`config.mk`:
```
export PLATFORM = sky130hd
export DESIGN_NAME = iobp_detect
export DESIGN_NICKNAME = d
export VERILOG_FILES = /design/src/rtl/iobp_pkg.sv /design/src/rtl/iobp_len_dec.sv /design/src/rtl/iobp_slot_cmp.sv /design/src/rtl/iobp_status_merge.sv /design/src/rtl/iobp_detect.sv
export SDC_FILE = /design/constraint.sdc
export NUM_CORES = 1
export LEC_CHECK = 0
export BUFFER_PORTS_ARGS = -buffer_cell sky130_fd_sc_hd__buf_4
export CORE_MARGIN = 1
export CORE_UTILIZATION = 30
export CTS_CLUSTER_SIZE = 28
export DETAILED_ROUTE_END_ITERATION = 6
export SLEW_MARGIN = 40
export SYNTH_ARGS = -nofsm -noshare
export SYNTH_HDL_FRONTEND = slang
export SYNTH_HIERARCHICAL = 1
export SYNTH_SLANG_ARGS = --single-unit
```
`constraint.sdc`:
```
create_clock -name clk -period 8.87 [get_ports clk]
set_clock_uncertainty 0.2 [all_clocks]
set_input_delay 1.3305 -clock clk [delete_from_list [all_inputs] [get_ports clk]]
set_output_delay 1.3305 -clock clk [all_outputs]
set_load 0.02 [all_outputs]
```
`src/rtl/iobp_pkg.sv`:
```
package iobp_pkg;
  localparam logic [1:0] SLOT_TYPE_IO = 2'b10;
  localparam int LEN_CODE_W = 2;
  localparam int LEN_BYTES_W = 4;
endpackage

```
`src/rtl/iobp_len_dec.sv`:
```
module iobp_len_dec
  import iobp_pkg::*;
(
  input  logic [LEN_CODE_W-1:0]  code,
  output logic [LEN_BYTES_W-1:0] bytes
);
  always_comb begin
    unique case (code)
      2'd0: bytes = 4'd1;
      2'd1: bytes = 4'd2;
      2'd2: bytes = 4'd8;
      default: bytes = 4'd4;
    endcase
  end
endmodule

```
`src/rtl/iobp_slot_cmp.sv`:
```
module iobp_slot_cmp
  import iobp_pkg::*;
#(
  parameter int ADDR_W = 32,
  parameter int PORT_W = 16,
  parameter int SIZE_W = 3
) (
  input  logic [PORT_W-1:0]     port,
  input  logic [SIZE_W-1:0]     size,
  input  logic [ADDR_W-1:0]     addr,
  input  logic [1:0]            typ,
  input  logic [LEN_CODE_W-1:0] len_code,
  input  logic                  en_loc,
  input  logic                  en_glb,
  output logic                  armed_o,
  output logic                  hit_o
);
  localparam int BASE_W = (ADDR_W > PORT_W) ? ADDR_W : PORT_W;
  localparam int SUM_W  = BASE_W + 1;

  logic [LEN_BYTES_W-1:0] len_bytes;
  logic [SUM_W-1:0] first_p, last_p, slot_lo, slot_hi;

  iobp_len_dec len_dec_i (.code(len_code), .bytes(len_bytes));

  always_comb begin
    first_p = SUM_W'(port);
    last_p  = SUM_W'(port) + SUM_W'(size) - SUM_W'(1);
    slot_lo = SUM_W'(addr);
    slot_hi = SUM_W'(addr) + SUM_W'(len_bytes) - SUM_W'(1);
    armed_o = (typ == SLOT_TYPE_IO) && (en_loc || en_glb);
    hit_o   = armed_o && (last_p >= slot_lo) && (first_p <= slot_hi);
  end
endmodule

```
`src/rtl/iobp_status_merge.sv`:
```
module iobp_status_merge #(
  parameter int STAT_W = 32,
  parameter int NSLOT  = 4
) (
  input  logic [STAT_W-1:0] stat_in,
  input  logic [NSLOT-1:0]  hits,
  input  logic              take,
  output logic [STAT_W-1:0] stat_new
);
  always_comb begin
    stat_new = stat_in;
    if (take) stat_new[NSLOT-1:0] = hits;
  end
endmodule

```
`src/rtl/iobp_detect.sv`:
```
module iobp_detect
  import iobp_pkg::*;
#(
  parameter int NSLOT  = 4,
  parameter int ADDR_W = 32,
  parameter int PORT_W = 16,
  parameter int SIZE_W = 3,
  parameter int IP_W   = 32,
  parameter int STAT_W = 32
) (
  input  logic                         clk,
  input  logic                         rst,
  input  logic                         acc_valid,
  input  logic [PORT_W-1:0]            acc_port,
  input  logic [SIZE_W-1:0]            acc_size,
  input  logic [IP_W-1:0]              acc_next_ip,
  input  logic [NSLOT*ADDR_W-1:0]      slot_addr,
  input  logic [NSLOT*2-1:0]           slot_type,
  input  logic [NSLOT*LEN_CODE_W-1:0]  slot_len,
  input  logic [NSLOT-1:0]             slot_en_loc,
  input  logic [NSLOT-1:0]             slot_en_glb,
  input  logic [STAT_W-1:0]            stat_in,
  output logic [NSLOT-1:0]             hit_mask,
  output logic [STAT_W-1:0]            stat_out,
  output logic                         trap_req,
  output logic [IP_W-1:0]              resume_ip,
  output logic                         armed
);
  logic [NSLOT-1:0]  slot_hit, slot_armed;
  logic              take;
  logic [STAT_W-1:0] stat_new;

  for (genvar i = 0; i < NSLOT; i++) begin : g_slot
    iobp_slot_cmp #(.ADDR_W(ADDR_W), .PORT_W(PORT_W), .SIZE_W(SIZE_W)) cmp_i (
      .port    (acc_port),
      .size    (acc_size),
      .addr    (slot_addr[i*ADDR_W +: ADDR_W]),
      .typ     (slot_type[i*2 +: 2]),
      .len_code(slot_len[i*LEN_CODE_W +: LEN_CODE_W]),
      .en_loc  (slot_en_loc[i]),
      .en_glb  (slot_en_glb[i]),
      .armed_o (slot_armed[i]),
      .hit_o   (slot_hit[i])
    );
  end

  assign take = acc_valid && (|slot_hit);

  iobp_status_merge #(.STAT_W(STAT_W), .NSLOT(NSLOT)) merge_i (
    .stat_in (stat_in),
    .hits    (slot_hit),
    .take    (take),
    .stat_new(stat_new)
  );

  always_ff @(posedge clk) begin
    if (rst) begin
      hit_mask  <= '0;
      stat_out  <= '0;
      trap_req  <= 1'b0;
      resume_ip <= '0;
      armed     <= 1'b0;
    end else begin
      hit_mask <= acc_valid ? slot_hit : '0;
      stat_out <= stat_new;
      trap_req <= take;
      armed    <= |slot_armed;
      if (take) resume_ip <= acc_next_ip;
    end
  end
endmodule

```
* Word level (Yosys, flattened, before mapping)
Cells that the tools add are included.
** Storage, ports and cells
- Output and inout bits :: 70
- Register bits after elaboration :: 70
- Logic and storage cells :: 65
** Cells by class
- Mux-type cells :: 5
- Bitwise operators :: 1
- Add/sub/neg operators :: 10
- Reductions and logical operators :: 24
- Eq/ne operators :: 12
- Magnitude comparators :: 8
** Operators by type and width (number)
- $sub A33 B1 Y33 const B :: 5
- $add A32 B4 Y33 :: 4
- $ge A33 B32 Y1 :: 4
- $le A16 B33 Y1 :: 4
- $pmux W4 S3 :: 4
- $add A16 B3 Y17 :: 1
- $eq A2 B2 Y1 const B :: 8
- $logic_and A1 B1 Y1 :: 13
- $eq A2 B1 Y1 const B :: 4
- $logic_not A2 Y1 :: 4
- $reduce_or A4 Y1 :: 2
- $logic_or A1 B1 Y1 :: 4
- $mux W4 :: 1
- $reduce_or A2 Y1 :: 1
- $not A1 Y1 :: 1

* Longest topological paths before layout
Gate-level depths: netlist of run 1.
- Depth after elaboration :: 9
- Mapped depth :: 31

* Hierarchy
The synthesis of run 1 kept the hierarchy.
** Modules (own cells, without submodules)
- iobp_slot_cmp at g_slot[2].cmp_i ... :: times used 2, sequential area each 0.0 µm², area an instance 4185.3 µm², cells an instance 598
- iobp_slot_cmp at g_slot[1].cmp_i :: times used 1, sequential area each 0.0 µm², area an instance 4060.1 µm², cells an instance 582
- iobp_slot_cmp at g_slot[0].cmp_i :: times used 1, sequential area each 0.0 µm², area an instance 3872.5 µm², cells an instance 539
- iobp_detect :: times used 1, sequential area each 1401.3 µm², area an instance 2494.9 µm², cells an instance 221
- iobp_status_merge :: times used 1, sequential area each 0.0 µm², area an instance 255.2 µm², cells an instance 32
- iobp_len_dec :: times used 4, sequential area each 0.0 µm², area an instance 26.3 µm², cells an instance 4

* Worst setup path after synthesis of run 1
OpenSTA, ideal clock, no wires.
- Path type :: input -> register
- From :: input port acc_port[1]
- To :: register stat_out[0]
- Path slack :: 1487 ps
- Buffers on the path :: 2
- Stages on the path :: 28
- Arrival :: 7055 ps
- Cells stage by stage :: inv_1 > ha_1 > inv_1 > ha_1 > inv_1 > fa_1 > nor2b_1 > o21a_1 > o21a_1 > o31a_1 > o2111ai_1 > a21oi_1 > o31ai_1 > ha_1 > a21o_1 > a21o_1 > a21oi_1 > nor2b_1 > o21ai_0 > nand2_1 > a221o_1 > o31ai_1 > a21oi_1 > o41a_1 > buf_6 > buf_12 > mux2_2 > nor2b_1
** Between the ends
- Longest elaborated chain between the ends :: 8
- Elaborated cells between the ends (all ways) :: 21
** Ends and longest elaborated chain
- start, declared :: RTL line iobp_detect.sv:14 : input logic [PORT_W-1:0] acc_port,
- $add A16 B3 Y17 :: RTL line iobp_slot_cmp.sv:28 : last_p = SUM_W'(port) + SUM_W'(size) - SUM_W'(1);
- $sub A33 B1 Y33 :: RTL line iobp_slot_cmp.sv:28
- $ge A33 B32 Y1 :: RTL line iobp_slot_cmp.sv:32 : hit_o = armed_o && (last_p >= slot_lo) && (first_p <= slot_hi);
- $logic_and A1 B1 Y1 :: RTL line iobp_slot_cmp.sv:32
- $logic_and A1 B1 Y1 (*) :: RTL line iobp_slot_cmp.sv:32
- via slot_hit[2] :: RTL line iobp_detect.sv:29 : logic [NSLOT-1:0] slot_hit, slot_armed;
- $reduce_or A4 Y1 (*) :: RTL line iobp_detect.sv:47 : assign take = acc_valid && (|slot_hit);
- $logic_and A1 B1 Y1 (*) :: RTL line iobp_detect.sv:47
- via take :: RTL line iobp_detect.sv:30 : logic take;
- $mux W4 (*) :: RTL line iobp_status_merge.sv:12 : if (take) stat_new[NSLOT-1:0] = hits;
- via stat_new[0] :: RTL line iobp_detect.sv:31 : logic [STAT_W-1:0] stat_new;
- end signal, assigned :: RTL line iobp_detect.sv:65 : stat_out <= stat_new;
- end, declared :: RTL line iobp_detect.sv:24 : output logic [STAT_W-1:0] stat_out,
Mark *: on every way through the listed nets, which the timed path passes. The rest lies on a longest branch.
A chain may end at the register's enable or synchronous reset.

* Worst setup path in the final report of run 1
- From :: input port acc_port[1]
- To :: register resume_ip[14]
** Between the ends
- Longest elaborated chain between the ends :: 7
- Elaborated cells between the ends (all ways) :: 20
** Ends and longest elaborated chain
- $add A16 B3 Y17 :: RTL line iobp_slot_cmp.sv:28
- $sub A33 B1 Y33 :: RTL line iobp_slot_cmp.sv:28
- $ge A33 B32 Y1 :: RTL line iobp_slot_cmp.sv:32
- $logic_and A1 B1 Y1 :: RTL line iobp_slot_cmp.sv:32
- $logic_and A1 B1 Y1 (*) :: RTL line iobp_slot_cmp.sv:32
- via slot_hit[0] :: RTL line iobp_detect.sv:29
- $reduce_or A4 Y1 (*) :: RTL line iobp_detect.sv:47
- $logic_and A1 B1 Y1 (*) :: RTL line iobp_detect.sv:47
- end signal, assigned :: RTL line iobp_detect.sv:68 : if (take) resume_ip <= acc_next_ip;
- end, declared :: RTL line iobp_detect.sv:26 : output logic [IP_W-1:0] resume_ip,
Marks and branches as above.

==> reports/results.txt, run 1 <==
Avg WL per Cell: 16.3 µm
Worst Path Buf+Inv: 6
DRC: 0
core box area: 0.0631 mm²
Worst-path clk slew: 60 ps
MaxCap Viol Count: 0
Max VDD drop: 0.0923 mV
clock buffer depth: 2
GRT Total Usage: 17.7%
Final Net Count: 3,476
clk root buf: clkbuf_16
Post-Layout Cell Count: 3,670
syn_nets: 3,244
initial antenna violation count: 3
Ports: 308
Worst Hold Class: reg2reg
CP Launch Type: input pin
crit-path max FO: 21
R2R Setup Slk: 7980 ps
Pre-antenna DRT Iters: 7
Resize count post-CTS: 0
RSZ-0062 raised after global routing: false
post-route ant nets: 0
most used cell, CP: inv_1
RePlAce Congestion: 0.904
worst flop-to-flop path endpoint: resume_ip[14]
Site Rows: 92
vias in the first global route: 17,521
Post-Synthesis Cells: 2,586
TritonCTS clock tree: built
share of layout cells above drive strength 1: 15.3%
CP top delay family: compound AO/OA/AOI/OAI gates
Post-synth EDFFs: 0
Slew HR: 47.9%
Reg-to-Reg Start: resume_ip[14]
post-synthesis xor/xnor area fraction: 4.98%
Reg2Reg Depth: 2
largest family of logic cells by synthesized area: adder cells
Worst Tran Pin Value: 782 ps
Slowest-stage cell, CP: o41a_2
number of vias per cell: 5.11
Mapped Area: 0.0192 mm²
buffer count from post-CTS setup fixing: 0
Setup WS post-layout: 1330 ps
Yosys top cell area share: 26.9%
total number of vias: 18,758
Placed Cells: 3,653
biggest area consumer among synthesized cells: ha_1
outcome: finished, final reports clean
Setup TNS: 0 ps
Post-Route WL: 59,600 µm
Max Clock Freq: 133 MHz
grt ovf: 0
Seq cells post-synth: 70
worst slack at placement: 1000 ps
TritonCTS Buffers: 9
required time worst endpoint: 8930 ps
first-pass GRT wire length: 92,100 µm
Initial DRC Count: 1,128
Mapped Avg Cell Area: 7.41 µm²
CP Capture Type: flop
Synth area leaders: ha_1 (27%), dfxtp_1 (7.3%), inv_1 (6.6%)
Data arrival, critical path: 7590 ps
CTS HTree Levels: 3
Die Height: 255 µm
register area share after synthesis: 7.31%
clock latency on the worst-skew pair: 320 ps
Top FF cell, synth: dfxtp_1
post-synthesis mux area share: 2.54%
starting density of the core: 30.4%
Synth cell types: 107
dpl hpwl: 50,800 µm
fin crit share: 85.0%
Adder-Cell Fraction of Synth Area: 27.7%
Post-CTS Hold Fix Bufs: 0
Crit path largest cell delay: 490 ps
Hold Crit Start: resume_ip[1]
most frequent cells in the layout: ha_1 (412), inv_1 (339), buf_4 (313)
area grow syn2layout: 16.5%
Compound-Gate Fraction of Synth Area: 25.7%
hold path cells: 2
Total Power: 0.00221 W
die width: 255 µm
Final Critical Period: 7540 ps
post-synthesis simple-gate area fraction: 22.1%
Pins Over Slew Limit: 0
TritonCTS sink count: 70
most common cell after layout, fill and taps aside: ha_1
# port buffers: 307
yosys warns: 6
final hold violation count: 0
Lkg Pwr: 11.1 nW
largest net degree at the start of global routing: 99
crit path kind: in2reg
hold path endpoint: resume_ip[1]
die area: 0.0649 mm²
PD cells: 99.0 mW/mm²
Setup violations, final: 0
Post-synth ARST share: 0%
## power by group
group / leakage (nW) / internal [W] / switching [W]
sequential: 0.575 / 0.000331 / 0.00000743
combinational: 10.4 / 0.000658 / 0.000845
clock: 0.146 / 0.000233 / 0.000134
## cell usage after synthesis (all sizes together) (43+ instances only)
| cell | n |
|---|---|
| a21o | 76 |
| a21oi | 206 |
| buf | 56 |
| dfxtp | 70 |
| ha | 412 |
| inv | 340 |
| mux2i | 43 |
| nand2 | 170 |
| nand2b | 86 |
| nand3 | 67 |
| nand4 | 58 |
| nor2 | 139 |
| nor2b | 77 |
| nor3 | 44 |
| o21ai | 140 |
| xnor2 | 59 |
| xor2 | 50 |
## tightest hold or removal path: cells and delay by family (launching register included)
family,cells,cell delay (ps)
flip-flops,1,310
AND/OR/NAND/NOR,1,60
multiplexers,1,50
## cell type report
type / instances / area, µm²
fillers: 6855 / 40800
multi-input cells: 2084 / 15900
repair buffers: 313 / 2350
flip-flops and latches: 70 / 1400
inverters: 340 / 1280
well taps: 846 / 1060
clock buffers: 13 / 260
clock inverters: 3 / 42.5
diodes: 1 / 2.50
## sequential cells by signal, indices dropped and copies added, names as in the netlist
name and flops:
armed 1, resume_ip 32, trap_req 1, stat_out 32, hit_mask 4
## cells by family after synthesis
kind of cell | count (synthesis)
AND/OR/NAND/NOR | 792
AO/OA/AOI/OAI | 715
flip-flops | 70
adder cells (fa/ha/maj) | 420
multiplexers | 48
buffers and inverters | 432
XOR/XNOR | 109
## layer usage
metal | global-route usage [%] | wire length [µm] | share of wire, % | vias up
li1 | - | - | - | 9741
met1 | 24.1 | 28100 | 47 | 8539
met2 | 30.2 | 28000 | 47 | 412
met3 | 1.65 | 2330 | 3.9 | 62
met4 | 3.25 | 1120 | 1.9 | 4
met5 | 0 | 23 | 0.039 | -
## worst max-delay path by stage
stage,from,end,slack (ps),depth (start not counted)
after detailed placement,acc_port[1],resume_ip[14],1000,30
after global routing,acc_port[1],resume_ip[14],560,30
after floorplan,acc_port[1],stat_out[0],1490,28
final,acc_port[1],resume_ip[14],1330,30
after global placement,acc_port[1],resume_ip[31],1150,30
after CTS,acc_port[1],resume_ip[14],1290,30
## metrics by stage
stage / hold WS (ps) / utilization, % / area (µm²)
2_1_floorplan: 346 / - / 19200
3_3_place_gp: 260 / 34.9 / 22000
3_5_place_dp: 262 / 34.9 / 22000
4_1_cts: 275 / 35.4 / 22300
5_1_grt: 291 / 35.4 / 22300
6_report: 272 / 35.4 / 22300
No activity file was read; power rests on OpenSTA's default activity.
==> inputs of run 2 (changes only) <==
Clock period 8.87 ns to 6.7 ns, I/O delays scaled along.
==> run 2 against run 1 <==
  * Utilization up 1.4 points
  * Sequential share of layout area decreased by 0.23 points
  * Final area rose by 3.9%
  * Via count grew 1.8%
  * Worst setup slack got worse by 1000 ps
  * Clock power grew 20%
  * Total power grew 35%
  * Critical endpoint is now stat_out[1]
  * Largest power group unchanged
  * Critical path type unchanged
==> reports/results.txt, run 2 (synthesis results as in run 1) <==
CTS HTree Levels: 3 (unchanged)
initial antenna violation count: 3 (unchanged)
outcome: finished, final reports clean
Final Net Count: 3,569 (+2.7%)
Die Height: 255 µm (unchanged)
CP top delay family: compound AO/OA/AOI/OAI gates
worst hold slack: 272 ps (+0.359 ps)
Data arrival, critical path: 6380 ps (-1210 ps)
post-route ant nets: 0 (unchanged)
first-pass GRT wire length: 94,300 µm (+2.3%)
Pre-antenna DRT Iters: 5 (-2)
number of vias per cell: 5.08 (-0.67%)
Initial DRC Count: 1,072 (-5.0%)
TritonCTS Buffers: 9 (unchanged)
dpl hpwl: 52,100 µm (+2.6%)
die area: 0.0649 mm² (unchanged)
clock latency on the worst-skew pair: 320 ps (about the same)
Ports: 308 (unchanged)
Post-CTS Hold Fix Bufs: 0 (unchanged)
area grow syn2layout: 21.0%
logic gate share of total power: 70.2% (+2.2 points)
Max Clock Freq: 156 MHz
most frequent cells in the layout: ha_1 (412), buf_4 (401), inv_1 (338)
Slowest-stage cell, CP: o41a_4
Setup violations, final: 0 (unchanged)
Worst Tran Pin Value: 801 ps (+19.2 ps)
Post-Route WL: 61,000 µm (+2.2%)
Final Critical Period: 6410 ps
Avg WL per Cell: 16.2 µm (-0.29%)
Switching Share: 44.4% (-0.28 points)
Worst Hold Class: reg2reg
Lkg Pwr: 11.6 nW (+4.3%)
Pins Over Slew Limit: 0 (unchanged)
Total Power: 0.00299 W (+35%)
crit path kind: in2reg
Top Registers: resume_ip: 32 flops, stat_out: 32 flops, hit_mask: 4 flops
PD cells: 129 mW/mm² (+30%)
largest net degree at the start of global routing: 99 (unchanged)
Placed Cells: 3,744 (+2.5%)
vias in the first global route: 18,140 (+3.5%)
DRC: 0 (unchanged)
Worst-path clk slew: 50 ps (about the same)
MaxCap Viol Count: 0 (unchanged)
crit-path max FO: 7 (-67%)
TritonCTS sink count: 70 (unchanged)
share of layout cells above drive strength 1: 18.9% (+3.6 points)
grt ovf: 0 (unchanged)
Site Rows: 92 (unchanged)
clock share of power: 14.7% (-1.9 points)
starting density of the core: 30.4% (unchanged)
Crit path largest cell delay: 490 ps (about the same)
Power Internal: 0.00166 W (+36%)
Post-Layout Cell Count: 3,761 (+2.5%)
total number of vias: 19,095 (+1.8%)
core box area: 0.0631 mm² (unchanged)
TritonCTS clock tree: built
RePlAce Congestion: 0.929 (+2.8%)
most common cell after layout, fill and taps aside: ha_1
sw power: 0.00133 W (+34%)
clock buffer depth: 2 (unchanged)
GRT Total Usage: 18.0% (+0.34 points)
clk root buf: clkbuf_16
required time worst endpoint: 6680 ps (-2250 ps)
Slew HR: 46.6% (-1.3 points)
post-layout util: 36.7% (+1.4 points)
Seq pwr share: 15.0% (-0.3 points)
Worst Path Buf+Inv: 5 (-1)
CP Launch Type: input pin
die width: 255 µm (unchanged)
# port buffers: 307 (unchanged)
final hold violation count: 0 (unchanged)
fin crit share: 95.6%
CP Capture Type: flop
Max VDD drop: 0.129 mV (+39%)
[run 2: final cells by class]
type / instances / area [µm²]
Multi-Input combinational cell: 2084 / 16100
Antenna cell: 1 / 2.50
Tap cell: 846 / 1060
Clock inverter: 1 / 5.00
Clock buffer: 13 / 270
Inverter: 340 / 1280
Sequential cell: 70 / 1400
Fill cell: 6782 / 39900
Timing Repair Buffer: 406 / 3090
[run 2: path summary, 6_finish.rpt]
check                      from            end  slack (ps)  depth (start not counted)
setup / recovery    slot_len[1]    stat_out[1]         290                         29
hold / removal     resume_ip[6]   resume_ip[6]         270                          2
setup reg to reg  resume_ip[13]  resume_ip[13]        5780                          2
hold reg to reg    resume_ip[6]   resume_ip[6]         270                          2
[run 2: power groups by stage]
stage | Combinational (W) | Clock (W) | Sequential (W)
floorplan | 0.00141 | 0 | 0.000483
global placement | 0.00205 | 0 | 0.000457
detailed placement | 0.00206 | 0 | 0.000457
CTS | 0.00208 | 0.000450 | 0.000449
global route | 0.00236 | 0.000466 | 0.000452
finish | 0.00210 | 0.000441 | 0.000450
[run 2: per-layer routing]
metal / global-route usage, % / vias up / routed length [µm]
met1: 24.7 / 8781 / 28800
li1: - / 9912 / -
met3: 1.65 / 46 / 2050
met2: 31.0 / 352 / 29200
met4: 2.60 / 4 / 850
met5: 0 / - / 23
[run 2: through the flow]
| stage | setup WS, ps | TNS (ps) | area, µm² |
|---|---|---|---|
| after CTS | 16.7 | 0 | 23000 |
| after detailed placement | -345 | -10290 | 22700 |
| after global routing | -40.0 | -96.8 | 23200 |
| after global placement | -172 | -4900 | 22700 |
| after floorplan | 70.9 | 0 | 19200 |
| final | 295 | 0 | 23200 |
[run 2: what timing repair did]
item                       CTS  global route
gates cloned                 0             0
resized for setup            2            38
pin swaps                    0            19
setup endpoints to repair   22            36
setup buffers                0             2
[run 2: tightest hold or removal path, stage by stage, from the launching register on]
cell	delay, ps
dfxtp_1	300
nand2b_1	60
mux2i_1	60
==> inputs of run 3 (changes only) <==
Clock period 6.7 ns to 7.87 ns, I/O delays scaled along.
==> run 3 against run 2 <==
  * The run now ends with DRC left
  * Via count down 1.4%
  * Worst setup slack improved by 530 ps
  * Critical path type unchanged
  * Die area is the same
  * Worst hold slack lost 2.8 ps
  * Combinational power decreased by 19%
  * Sequential power is 15% lower
  * First-iteration DRC count down 8.3%
  * Highest routed layer unchanged
  * Largest cell class unchanged
  * Sequential share of layout area rose by 0.22 points
==> reports/results.txt, run 3 (synthesis results as in run 1) <==
outcome: finished with violations
violated checks: DRC
MaxCap Viol Count: 0 (unchanged)
fin area: 0.0224 mm² (-3.5%)
Slew HR: 46.1% (-0.52 points)
total number of vias: 18,819 (-1.4%)
Worst Tran Pin Value: 809 ps (+7.77 ps)
Max Clock Freq: 142 MHz
share of layout cells above drive strength 1: 15.5% (-3.4 points)
crit path kind: in2reg
initial antenna violation count: 1 (-2)
Top Registers: resume_ip: 32 flops, stat_out: 32 flops, hit_mask: 4 flops
Worst Hold Class: reg2reg
most common cell after layout, fill and taps aside: ha_1
Power Internal: 0.00138 W (-17%)
Die Height: 255 µm (unchanged)
Reg-to-Reg Start: resume_ip[31]
RSZ-0062 raised after global routing: false
most used cell, CP: inv_1
most frequent cells in the layout: ha_1 (412), inv_1 (339), buf_4 (320)
first-pass GRT wire length: 93,400 µm (-0.96%)
worst flop-to-flop path endpoint: resume_ip[31]
instance count on the critical path: 31 (+6.9%)
crit path capture: resume_ip[3]
CP Launch Type: input pin
TritonCTS clock tree: built
die width: 255 µm (unchanged)
clock buffer depth: 2 (unchanged)
grt ovf: 0 (unchanged)
Setup violations, final: 0 (unchanged)
TritonCTS Buffers: 9 (unchanged)
largest net degree at the start of global routing: 99 (unchanged)
vias in the first global route: 17,742 (-2.2%)
Worst Path Buf+Inv: 7 (+2)
Site Rows: 92 (unchanged)
Lkg Pwr: 11.1 nW (-3.8%)
CP startpoint: acc_port[1]
Initial DRC Count: 983 (-8.3%)
core box area: 0.0631 mm² (unchanged)
final hold violation count: 0 (unchanged)
Crit path largest cell delay: 400 ps (-90 ps)
buffer count from post-CTS setup fixing: 0 (unchanged)
TritonCTS sink count: 70 (unchanged)
die area: 0.0649 mm² (unchanged)
area grow syn2layout: 16.7%
dpl hpwl: 51,000 µm (-2.1%)
starting density of the core: 30.4% (unchanged)
clock share of power: 16.6% (+1.9 points)
# port buffers: 307 (unchanged)
Pins Over Slew Limit: 0 (unchanged)
RePlAce Congestion: 0.912 (-1.8%)
ant diodes: 0 (-1)
GRT Total Usage: 17.9% (-0.16 points)
Pre-antenna DRT Iters: 7 (+2)
DP Area: 0.0221 mm² (-2.8%)
Slowest-stage cell, CP: fa_1
CTS HTree Levels: 3 (unchanged)
Ports: 308 (unchanged)
DRC: 12 (+12)
Worst-path clk slew: 60 ps (about the same)
number of vias per cell: 5.12 (+0.83%)
Post-Layout Cell Count: 3,676 (-2.3%)
Post-CTS Hold Fix Bufs: 0 (unchanged)
Avg WL per Cell: 16.3 µm (+0.60%)
worst slack at placement: 477 ps (+822 ps)
Max VDD drop: 0.103 mV (-20%)
PD cells: 112 mW/mm² (-13%)
Final Critical Period: 7040 ps
clk root buf: clkbuf_16
post-layout util: 35.5% (-1.3 points)
Setup WS post-layout: 826 ps (+531 ps)
Setup TNS: 0 ps (unchanged)
Resize count post-CTS: 0 (-2)
required time worst endpoint: 7930 ps (+1250 ps)
clock latency on the worst-skew pair: 330 ps (about the same)
crit-path max FO: 21 (+14)
Final Net Count: 3,483 (-2.4%)
fin crit share: 89.5%
logic gate share of total power: 68.1% (-2.1 points)
R2R Setup Slk: 7010 ps (+1230 ps)
CP Capture Type: flop
Post-Route WL: 59,900 µm (-1.7%)
CP top delay family: compound AO/OA/AOI/OAI gates
Data arrival, critical path: 7100 ps (+720 ps)
Switching Share: 44.7% (+0.28 points)
Reg2Reg Depth: 2 (unchanged)
Placed Cells: 3,660 (-2.2%)
sw power: 0.00111 W (-16%)
post-route ant nets: 0 (unchanged)
Seq pwr share: 15.3% (+0.3 points)
## run 3: cell types whose count changed in the layout (fill, tap and decap cells not counted), moves of 3 or more
cell        delta
a211oi_1       +3
a211oi_2       -3
a21oi_1        +4
a21oi_2        -4
buf_4         -81
clkinvlp_4     +3
## run 3: metal layers
layer	vias to the layer above	GRT usage, %	part of all wire, %
li1	9748	-	-
met3	46	1.66	3.3
met2	379	30.7	47
met1	8644	24.4	48
met5	-	0	0.022
met4	2	2.65	1.5
## run 3: area by class of cell
class / instances / area, µm²
fillers: 6849 / 40700
multi-input cells: 2084 / 15900
repair buffers: 320 / 2400
flip-flops and latches: 70 / 1400
inverters: 340 / 1280
well taps: 846 / 1060
clock buffers: 11 / 253
clock inverters: 5 / 57.6
## run 3: tightest hold or removal path: cells and delay by family, from the launching register on
family | cells | cell delay, ps
DFF | 1 | 310
and+or+nand+nor | 1 | 60
muxes | 1 | 50
## run 3: worst min path at each step
stage / from / to / slack, ps / cells after the start
floorplan: resume_ip[0] / resume_ip[0] / 350 / 2
global placement: resume_ip[22] / resume_ip[22] / 260 / 2
detailed placement: resume_ip[22] / resume_ip[22] / 260 / 2
CTS: resume_ip[4] / resume_ip[4] / 270 / 2
global route: resume_ip[0] / resume_ip[0] / 290 / 2
finish: resume_ip[4] / resume_ip[4] / 270 / 2
## run 3: power by group through the flow
stage               combinational [W]  sequential (W)  clock, W
floorplan                     0.00120        0.000411         0
global placement              0.00168        0.000389         0
detailed placement            0.00168        0.000389         0
CTS                           0.00170        0.000382  0.000422
global route                  0.00192        0.000383  0.000437
finish                        0.00170        0.000382  0.000414
## run 3: metrics by stage
stage / hold WS (ps) / power [W]
6_report: 269 / 0.00250
5_1_grt: 293 / 0.00274
4_1_cts: 274 / 0.00250
3_5_place_dp: 263 / 0.00207
3_3_place_gp: 259 / 0.00207
2_1_floorplan: 346 / 0.00161
